## src/rtl/sc_char_pkg.sv

```systemverilog
package sc_char_pkg;

    typedef struct packed {
        logic msb_first;
        logic data_inv;
        logic odd_par;
    } sc_conv_t;

    typedef enum logic [2:0] {
        TX_IDLE,
        TX_START,
        TX_DATA,
        TX_PAR,
        TX_GUARD
    } tx_state_e;

    typedef enum logic [1:0] {
        RX_IDLE,
        RX_START,
        RX_DATA,
        RX_PAR
    } rx_state_e;

    // Byte to line levels in slot order (slot 0 goes first).
    function automatic logic [7:0] to_line(input logic [7:0] b, input sc_conv_t c);
        logic [7:0] lv;
        for (int i = 0; i < 8; i++) begin
            lv[i] = (c.msb_first ? b[7-i] : b[i]) ^ c.data_inv;
        end
        return lv;
    endfunction

    // Line levels in slot order back to a byte.
    function automatic logic [7:0] from_line(input logic [7:0] lv, input sc_conv_t c);
        logic [7:0] b;
        b = '0;
        for (int i = 0; i < 8; i++) begin
            if (c.msb_first) b[7-i] = lv[i] ^ c.data_inv;
            else             b[i]   = lv[i] ^ c.data_inv;
        end
        return b;
    endfunction

    // Parity slot level that completes the selected rule.
    function automatic logic parity_level(input logic [7:0] lv, input sc_conv_t c);
        return (^lv) ^ c.odd_par;
    endfunction

endpackage

```

## src/rtl/sc_line_sync.sv

```systemverilog
module sc_line_sync #(
    parameter int STAGES = 2
) (
    input  logic clk,
    input  logic rst,
    input  logic din,
    output logic dout
);

    generate
        if (STAGES <= 1) begin : g_single
            logic q;
            always_ff @(posedge clk) begin
                if (rst) q <= 1'b1;
                else     q <= din;
            end
            assign dout = q;
        end else begin : g_chain
            logic [STAGES-1:0] sr;
            always_ff @(posedge clk) begin
                if (rst) sr <= '1;
                else     sr <= {sr[STAGES-2:0], din};
            end
            assign dout = sr[STAGES-1];
        end
    endgenerate

endmodule

```

## src/rtl/sc_tx_engine.sv

```systemverilog
module sc_tx_engine
    import sc_char_pkg::*;
#(
    parameter int DIV_W     = 16,
    parameter int GUARD_ETU = 2
) (
    input  logic             clk,
    input  logic             rst,
    input  logic [DIV_W-1:0] etu_div,
    input  sc_conv_t         conv,
    input  logic [7:0]       tx_byte,
    input  logic             tx_start,
    output logic             busy,
    output logic             line_low
);

    localparam int IDX_MAX = (GUARD_ETU > 8) ? GUARD_ETU : 8;
    localparam int IDX_W   = $clog2(IDX_MAX + 1);

    tx_state_e        state;
    logic [DIV_W-1:0] cnt;
    logic [IDX_W-1:0] idx;
    logic [7:0]       lv;
    logic             par;
    logic             slot_end;
    logic             level;

    assign slot_end = (cnt == etu_div - DIV_W'(1));

    always_ff @(posedge clk) begin
        if (rst) begin
            state <= TX_IDLE;
            cnt   <= '0;
            idx   <= '0;
            lv    <= '0;
            par   <= 1'b1;
        end else if (state == TX_IDLE) begin
            if (tx_start) begin
                lv    <= to_line(tx_byte, conv);
                par   <= parity_level(to_line(tx_byte, conv), conv);
                state <= TX_START;
                cnt   <= '0;
                idx   <= '0;
            end
        end else if (!slot_end) begin
            cnt <= cnt + DIV_W'(1);
        end else begin
            cnt <= '0;
            case (state)
                TX_START: begin
                    state <= TX_DATA;
                    idx   <= '0;
                end
                TX_DATA: begin
                    if (idx == IDX_W'(7)) begin
                        state <= TX_PAR;
                        idx   <= '0;
                    end else begin
                        idx <= idx + IDX_W'(1);
                    end
                end
                TX_PAR: begin
                    state <= TX_GUARD;
                    idx   <= '0;
                end
                default: begin
                    if (idx == IDX_W'(GUARD_ETU - 1)) begin
                        state <= TX_IDLE;
                        idx   <= '0;
                    end else begin
                        idx <= idx + IDX_W'(1);
                    end
                end
            endcase
        end
    end

    always_comb begin
        case (state)
            TX_START: level = 1'b0;
            TX_DATA:  level = lv[idx[2:0]];
            TX_PAR:   level = par;
            default:  level = 1'b1;
        endcase
    end

    assign line_low = ~level;
    assign busy     = (state != TX_IDLE);

endmodule

```

## src/rtl/sc_rx_engine.sv

```systemverilog
module sc_rx_engine
    import sc_char_pkg::*;
#(
    parameter int DIV_W = 16
) (
    input  logic             clk,
    input  logic             rst,
    input  logic [DIV_W-1:0] etu_div,
    input  sc_conv_t         conv,
    input  logic             line_s,
    input  logic             hold,
    output logic [7:0]       rx_byte,
    output logic             rx_valid,
    output logic             rx_err
);

    rx_state_e        state;
    logic [DIV_W-1:0] cnt;
    logic [2:0]       idx;
    logic [7:0]       shreg;
    logic             prev;
    logic             slot_end;
    logic             mid_start;

    assign slot_end  = (cnt == etu_div - DIV_W'(1));
    assign mid_start = (cnt == (etu_div >> 1));

    always_ff @(posedge clk) begin
        if (rst) begin
            state    <= RX_IDLE;
            cnt      <= '0;
            idx      <= '0;
            shreg    <= '0;
            prev     <= 1'b1;
            rx_byte  <= '0;
            rx_valid <= 1'b0;
            rx_err   <= 1'b0;
        end else begin
            prev     <= line_s;
            rx_valid <= 1'b0;
            rx_err   <= 1'b0;
            if (hold) begin
                state <= RX_IDLE;
                cnt   <= '0;
            end else begin
                case (state)
                    RX_IDLE: begin
                        if (prev && !line_s) begin
                            state <= RX_START;
                            cnt   <= '0;
                        end
                    end
                    RX_START: begin
                        if (mid_start) begin
                            cnt <= '0;
                            idx <= '0;
                            state <= line_s ? RX_IDLE : RX_DATA;
                        end else begin
                            cnt <= cnt + DIV_W'(1);
                        end
                    end
                    RX_DATA: begin
                        if (slot_end) begin
                            shreg[idx] <= line_s;
                            cnt        <= '0;
                            if (idx == 3'd7) state <= RX_PAR;
                            else             idx   <= idx + 3'd1;
                        end else begin
                            cnt <= cnt + DIV_W'(1);
                        end
                    end
                    default: begin
                        if (slot_end) begin
                            state    <= RX_IDLE;
                            cnt      <= '0;
                            rx_valid <= 1'b1;
                            rx_byte  <= from_line(shreg, conv);
                            rx_err   <= ((^shreg) ^ line_s) != conv.odd_par;
                        end else begin
                            cnt <= cnt + DIV_W'(1);
                        end
                    end
                endcase
            end
        end
    end

endmodule

```

## src/rtl/sc_char_xcvr.sv

```systemverilog
module sc_char_xcvr
    import sc_char_pkg::*;
#(
    parameter int DIV_W       = 16,
    parameter int GUARD_ETU   = 2,
    parameter int SYNC_STAGES = 2
) (
    input  logic             clk,
    input  logic             rst,
    input  logic [DIV_W-1:0] etu_div,
    input  logic             conv_msb_first,
    input  logic             conv_data_inv,
    input  logic             conv_odd_par,
    input  logic [7:0]       tx_byte,
    input  logic             tx_start,
    output logic             tx_busy,
    input  logic             line_in,
    output logic             line_drive_low,
    output logic [7:0]       rx_byte,
    output logic             rx_valid,
    output logic             rx_par_err
);

    sc_conv_t conv;
    logic     line_s;

    assign conv = '{msb_first: conv_msb_first, data_inv: conv_data_inv, odd_par: conv_odd_par};

    sc_line_sync #(.STAGES(SYNC_STAGES)) u_sync (
        .clk  (clk),
        .rst  (rst),
        .din  (line_in),
        .dout (line_s)
    );

    sc_tx_engine #(.DIV_W(DIV_W), .GUARD_ETU(GUARD_ETU)) u_tx (
        .clk      (clk),
        .rst      (rst),
        .etu_div  (etu_div),
        .conv     (conv),
        .tx_byte  (tx_byte),
        .tx_start (tx_start),
        .busy     (tx_busy),
        .line_low (line_drive_low)
    );

    sc_rx_engine #(.DIV_W(DIV_W)) u_rx (
        .clk      (clk),
        .rst      (rst),
        .etu_div  (etu_div),
        .conv     (conv),
        .line_s   (line_s),
        .hold     (tx_busy),
        .rx_byte  (rx_byte),
        .rx_valid (rx_valid),
        .rx_err   (rx_par_err)
    );

endmodule

```

## config.mk

```make
export PLATFORM = sky130hd
export DESIGN_NAME = sc_char_xcvr
export DESIGN_NICKNAME = d
export VERILOG_FILES = /design/src/rtl/sc_char_pkg.sv /design/src/rtl/sc_line_sync.sv /design/src/rtl/sc_tx_engine.sv /design/src/rtl/sc_rx_engine.sv /design/src/rtl/sc_char_xcvr.sv
export SDC_FILE = /design/constraint.sdc
export NUM_CORES = 1
export LEC_CHECK = 0
export ABC_AREA = 1
export BUFFER_PORTS_ARGS = -buffer_cell sky130_fd_sc_hd__buf_2
export CAP_MARGIN = 0
export CORE_UTILIZATION = 55
export DETAILED_ROUTE_END_ITERATION = 12
export PLACE_DENSITY_LB_ADDON = 0.08
export RECOVER_POWER = 25
export SLEW_MARGIN = 20
export SYNTH_ARGS = -nofsm -noshare
export SYNTH_HDL_FRONTEND = slang
export SYNTH_SLANG_ARGS = --single-unit
```

## constraint.sdc

```tcl
create_clock -name clk -period 4.1 [get_ports clk]
set_clock_uncertainty 0.15 [all_clocks]
set_input_delay 0.82 -clock clk [delete_from_list [all_inputs] [get_ports clk]]
set_output_delay 0.82 -clock clk [all_outputs]
set_load 0.02 [all_outputs]
```

==> impl_results.md, run 1 <==
- Outcome: complete, no violations
- Die W: 104 um
- Share of layout cells above drive strength 1: 0.117
- Drc violations: 0
- Cell Rows: 36
- Fmax: 322 MHz
- Simple-Gate Fraction of Synth Area: 0.434
- Yosys reg bits: 74
- Sum of buffers and inverters on the critical path: 2
- Top cell by count, worst path: nand2_1
- Slack of the worst reg-to-reg path: 1.43 ns
- Netlist cell types: 45
- Worst slew margin relative to its limit: 0.212
- Max-slew violations: 0
- CP max stage delay: roughly 0.40 ns
- Routed vias: 5,747
- Core Area: between 9000 and 10,000 um2
- Yosys top cell by area: dfxtp_1
- DRT antenna net count: 0
- Post-synthesis adder-cell area fraction: 0.0239
- Post-DP HPWL: 11.6 mm
- Arr. time, crit path: 3.15 ns
- Hold_buf cts: 0
- Kind of end point of the critical path: flop
- Least-Margin Pin Slew: 1.18 ns
- CP required: 4.14 ns
- Layout Nets: just under 1k
- Syn Std Cell Area: roughly 5800 um2
- Post-synthesis sequential area ratio: 0.258
- Vias per cell: about 5.4
- Total nets after synthesis: 933
- Fill cell count: 991
- Die height: 104 um
- Clock Pin Slew Worst Setup and Hold Paths: 0.08 ns
- Final core utilization: 0.624
- Clock Latency Late Sink: 0.36 ns
- Die footprint: about 11,000 um2
- Synthesis-to-finish area growth: 8.05%
- Pleak: between 2 and 3 nW
- DR iter-0 viols: 413
- Maximum buffer depth of the clock tree: 2
- GRT Overall Usage: 0.281
- Total clock sinks: 74
- Finish-stage setup viols: 0
- Largest family of logic cells by synthesized area: simple AND/OR/NAND/NOR gates
- Final Cell Area: around 6200 um2
- Vias in the first global route: 5,282
- Top-area cell type share of the netlist area: 0.258
- Crit Path Max Fanout: 16
- Top cell family by delay on the critical path: simple AND/OR/NAND/NOR gates
- Total power: 2.35 mW
- CTS buffer count: 9
- Storage element area: between 1000 and 1500 um2
- Number of I/O port buffers: 42
- Starting Density: 0.578
- Antenna violations before repair: 0
- Post-Route Setup TNS: 0 ns
- Fin crit period: a little over 3 ns
- CTS resizes: 0
- Worst setup SP type: input pin
- Post-synthesis cell count: 891
- Xor/xnor share of the synthesized area: 0.0822
- CTS root buf: clkbuf_8
- Cells along the critical path: buf_2, inv_2, ha_1, nand2_1, nor2_1, nand2_1, nand2_1, nor2_1, nor3b_1, nand2_1, nor2_1, nand2_1, nand4_1, a21oi_1
- Slowest cell on crit path: ha_1
- CP Class: input pin to flop
- CTS tree: done
- Antenna cell count: 0
- Multiplexer area fraction after synthesis: 0.0157
- Post-DP Area: 6020 um2
- Gpl congestion: 0.956
- DR WL/cell: 13.9 um
- Syn_area_per_cell: approximately 6.5 um2
- Final Hold Viols: 0
- Top post-synthesis cells by area: dfxtp_1, nand2_1, nand3_1
- RSZ-0062 raised after global routing: false
- Grt total ovfl: 0
- Max-Cap Viols: 0
- Htree depth: 3
- Pin count of the biggest net entering global routing: 26
- Max VDD drop: 0.254 mV
- Pwr dens: 378 nW/um2
- Crit share post-route: 0.758
- Worst hold slack: 0.270 ns
- WL final: about 15 mm
- First-pass GRT wire length: 24.8 mm
- Pre-antenna DRT Iters: 5
- Worst min-delay path category: flop to flop
- Combined area of the multi-input logic cells: 3740 um2
- Synth Warn #: 0
- Post CTS Setup Buffer Count: 0
- Top Ports: 43
- Post-synthesis compound-gate area fraction: 0.0942
==> sequential cells by signal (all words and copies together), names as in the netlist <==
signal             cells
u_rx.rx_valid          1
u_rx.state             2
u_rx.shreg             8
u_tx.state             3
u_rx.rx_byte           8
u_rx.idx               3
u_tx.cnt              16
u_tx.lv                8
u_rx.cnt              16
u_sync.g_chain.sr      2
u_rx.rx_err            1
u_rx.prev              1
u_tx.idx               4
u_tx.par               1
==> Yosys cell counts, drive strengths merged <==
| master | n |
|---|---|
| xor2 | 42 |
| xnor2 | 12 |
| nor3 | 15 |
| a21oi | 59 |
| mux2 | 8 |
| o31ai | 1 |
| nand3 | 100 |
| ha | 11 |
| dfxtp | 74 |
| inv | 103 |
| nand2 | 239 |
| o2111ai | 1 |
| nor2 | 109 |
| nand4 | 35 |
| or2 | 5 |
| o21ai | 36 |
| o21a | 1 |
| and3 | 2 |
| buf | 9 |
| and2 | 2 |
| nor4 | 3 |
| nor3b | 1 |
| clkbuf | 14 |
| a41oi | 1 |
| o211ai | 1 |
| o221ai | 1 |
| nand3b | 5 |
| o22ai | 1 |
==> per-layer routing <==
metal,vias to the layer above,GRT usage,part of all wire
met1,2606,0.385,0.48
met4,0,0.0969,0.019
met5,-,0,0
met3,23,0.0294,0.047
li1,2972,-,-
met2,146,0.459,0.46
==> final cells by class <==
cell class,count,area share
Tap cell,133,0.0268
Timing Repair Buffer,46,0.0358
Multi-Input combinational cell,691,0.601
Inverter,103,0.0630
Clock buffer,10,0.0222
Clock inverter,4,0.0123
Sequential cell,74,0.238
==> placed cells by master (no fill, tap or decap), drive strengths merged, types with 2 or more instances in the layout <==
master  count
clkbuf     22
and2        2
and3        2
nor2      109
nand3     100
o21ai      36
ha         11
xnor2      12
inv       104
xor2       42
buf        34
nand3b      5
bufinv      2
nor4        3
nand2     239
dfxtp      74
mux2        8
nand4      35
nor3       15
a21oi      59
or2         5
==> cells by family (layout without fill, tap and decap cells) <==
group,Yosys count,count (layout)
flip-flops,74,74
AND/OR/NAND/NOR,516,516
adder cells (fa/ha/maj),11,11
AO/OA/AOI/OAI,102,102
multiplexers,8,8
buffers and inverters,126,163
XOR/XNOR,54,54
==> worst paths after layout <==
path | startpoint | cells after the start | end
max | etu_div[0] | 14 | u_tx.cnt[15]$_SDFFE_PP0P_
min reg2reg | u_sync.g_chain.sr[0]$_SDFF_PP1_ | 1 | u_sync.g_chain.sr[1]$_SDFF_PP1_
max reg2reg | u_rx.state[0]$_SDFFE_PP0P_ | 12 | u_rx.cnt[15]$_SDFFE_PP0N_
min | u_sync.g_chain.sr[0]$_SDFF_PP1_ | 1 | u_sync.g_chain.sr[1]$_SDFF_PP1_
==> stage by stage <==
stage,std cells,setup slack (ns)
detailed placement,1047,0.683
finish,1061,0.993
floorplan,891,1.32
CTS,1061,1.05
global route,1061,0.711
global placement,1047,0.767
==> where the power goes <==
group	total, mW	internal, mW	switching [mW]
clock	0.641	0.355	0.286
sequential	0.827	0.779	0.0476
combinational	0.880	0.264	0.616
Power figures use the tool's default switching activity.
==> run 2, diff against run 1 <==
==> constraint.sdc (replaced) <==
create_clock -name clk -period 3.1 [get_ports clk]
set_clock_uncertainty 0.15 [all_clocks]
set_input_delay 0.62 -clock clk [delete_from_list [all_inputs] [get_ports clk]]
set_output_delay 0.62 -clock clk [all_outputs]
set_load 0.02 [all_outputs]
==> run 2 against run 1 <==
  * Worst setup slack got worse by 0.63 ns
  * Largest power group unchanged
  * Combinational power rose by 34%
  * First-iteration DRC count rose by 10%
  * Clock-buffer cell count rose by 1
==> impl_results.md, run 2 (synthesized netlist as in run 1, its figures left out) <==
- CTS buffer count: 9 (unchanged)
- WL final: 15.2 mm (+2.8%)
- First-pass GRT wire length: 25.7 mm (+3.7%)
- Least-Margin Pin Slew: 1.19 ns (+0.00906 ns)
- CP Class: input pin to flop
- Layout Nets: 970 (+0.31%)
- Max VDD drop: 0.418 mV (+65%)
- Routed vias: 5,861 (+2.0%)
- Die W: 104 um (unchanged)
- Core Area: 9950 um2 (unchanged)
- Post-DP HPWL: 11.9 mm (+3.0%)
- Top cell by count, worst path: nand2_1
- Starting Density: 0.578 (unchanged)
- Htree depth: 3 (unchanged)
- Vias per cell: 5.50 (+1.5%)
- Antenna cell count: 0 (unchanged)
- Share of layout cells above drive strength 1: 0.120 (+0.00259)
- Most frequent cells in the layout: nand2_1, inv_1, nand3_1
- DR iter-0 viols: 455 (+10%)
- Fin crit period: 2.73 ns
- CTS root buf: clkbuf_8
- Max-slew violations: 0 (unchanged)
- Most common cell after layout, fill and taps aside: nand2_1
- Cells along the critical path: buf_2, inv_1, ha_1, nand3_1, inv_1, nand2_1, nand2_1, nand3_1, nand2_1, nand2_2, nor2_4, nand3_4, nand2_4, nand3_4, nand2_4, nor3_1
- Final Cell Area: 6200 um2 (-0.26%)
- Clock Latency Late Sink: 0.36 ns (about the same)
- Finish-stage setup viols: 0 (unchanged)
- Fill cell count: 938 (-5.3%)
- Clock Pin Slew Worst Setup and Hold Paths: 0.09 ns (about the same)
- Worst setup SP type: input pin
- Grt total ovfl: 0 (unchanged)
- Gpl congestion: 0.977 (+2.1%)
- Pre-antenna DRT Iters: 5 (unchanged)
- Max-Cap Viols: 0 (unchanged)
- Worst min-delay path category: flop to flop
- Pin count of the biggest net entering global routing: 26 (unchanged)
- Storage element area: 1480 um2 (unchanged)
- Crit share post-route: 0.881
- DR WL/cell: 14.2 um (+2.3%)
- Sum of buffers and inverters on the critical path: 3 (+1)
- Final core utilization: 0.623 (-0.00163)
- CP max stage delay: 0.36 ns (-0.04 ns)
- WP depth: 16 (+2)
- Worst slew margin relative to its limit: 0.206 (-0.00604)
- Antenna violations before repair: 0 (unchanged)
- Number of I/O port buffers: 42 (unchanged)
- Slowest cell on crit path: ha_1
- Post CTS Setup Buffer Count: 0 (unchanged)
- Drc violations: 0 (unchanged)
- Post-DP Area: 6040 um2 (+0.37%)
- Final Hold Viols: 0 (unchanged)
- Combined area of the multi-input logic cells: 3740 um2 (unchanged)
- Total clock sinks: 74 (unchanged)
- Top Ports: 43 (unchanged)
- GRT Overall Usage: 0.292 (+0.0110)
- Crit Path Max Fanout: 13 (-3)
- Worst hold stages: 1 (unchanged)
- Top cell family by delay on the critical path: simple AND/OR/NAND/NOR gates
- Fmax: 366 MHz
- CP required: 3.19 ns (-0.95 ns)
- Kind of end point of the critical path: flop
- Regs by FF count: u_rx.cnt: 16 flops, u_tx.cnt: 16 flops
- Hold_buf cts: 0 (unchanged)
- Slack of the worst reg-to-reg path: 0.51 ns (-0.92 ns)
- Worst Reg-to-Reg Cells: 12 (unchanged)
- Post-Route Setup TNS: 0 ns (unchanged)
- Maximum buffer depth of the clock tree: 2 (unchanged)
- Cell Rows: 36 (unchanged)
- CTS resizes: 0 (unchanged)
- RSZ-0062 raised after global routing: false
- Arr. time, crit path: 2.82 ns (-0.33 ns)
- Pwr dens: 484 nW/um2 (+28%)
- Synthesis-to-finish area growth: 7.77%
- Outcome: complete, no violations
- Die footprint: 10,900 um2 (unchanged)
- DRT antenna net count: 0 (unchanged)
- Vias in the first global route: 5,497 (+4.1%)
- Pleak: 2.62 nW (-0.35%)
- CTS tree: done
- Die height: 104 um (unchanged)
[run 2: where the power goes]
| group | internal [mW] | leakage [nW] | switching (mW) | total (mW) |
|---|---|---|---|---|
| combinational | 0.339 | 1.94 | 0.840 | 1.18 |
| sequential | 1.03 | 0.599 | 0.0648 | 1.10 |
| clock | 0.316 | 0.0859 | 0.408 | 0.724 |
| total | 1.69 | 2.62 | 1.31 | 3.00 |
[run 2: worst paths after layout]
kind / startpoint / end
setup / recovery: etu_div[1] / u_rx.cnt[9]$_SDFFE_PP0N_
hold / removal: u_sync.g_chain.sr[0]$_SDFF_PP1_ / u_sync.g_chain.sr[1]$_SDFF_PP1_
setup reg to reg: u_rx.state[0]$_SDFFE_PP0P_ / u_rx.cnt[15]$_SDFFE_PP0N_
hold reg to reg: u_sync.g_chain.sr[0]$_SDFF_PP1_ / u_sync.g_chain.sr[1]$_SDFF_PP1_
[run 2: area by class of cell]
type	instances	share of cell area
multi-input cells	691	0.603
flip-flops and latches	74	0.239
inverters	103	0.0632
repair buffers	49	0.0390
well taps	133	0.0269
clock buffers	11	0.0228
clock inverters	5	0.00606
[run 2: metal layers]
metal  wire (um)  GRT usage  vias to the layer above
met5           0          0                        -
met4         255     0.0959                        0
met3         542     0.0388                       22
met2        7190      0.490                      129
met1        7180      0.386                     2734
li1            -          -                     2976
[run 2: worst reg2reg max path, stage by stage (launching register included)]
cell	delay, ns
dfxtp_1	0.40
inv_1	0.09
ha_1	0.25
nand2_2	0.20
nand3_1	0.13
inv_1	0.14
nand4_1	0.16
nor2_1	0.18
nand2_1	0.09
nor2_1	0.24
nand4_1	0.24
nand4_1	0.16
inv_1	0.07
[run 2: per-stage QoR]
step	setup slack, ns	total power, mW	std cells	hold slack (ns)
floorplan	0.515	1.98	891	0.239
global placement	0.146	2.24	1050	0.249
detailed placement	0.0440	2.28	1050	0.253
CTS	0.403	3.00	1066	0.277
global route	0.155	3.18	1066	0.280
finish	0.367	3.00	1066	0.275
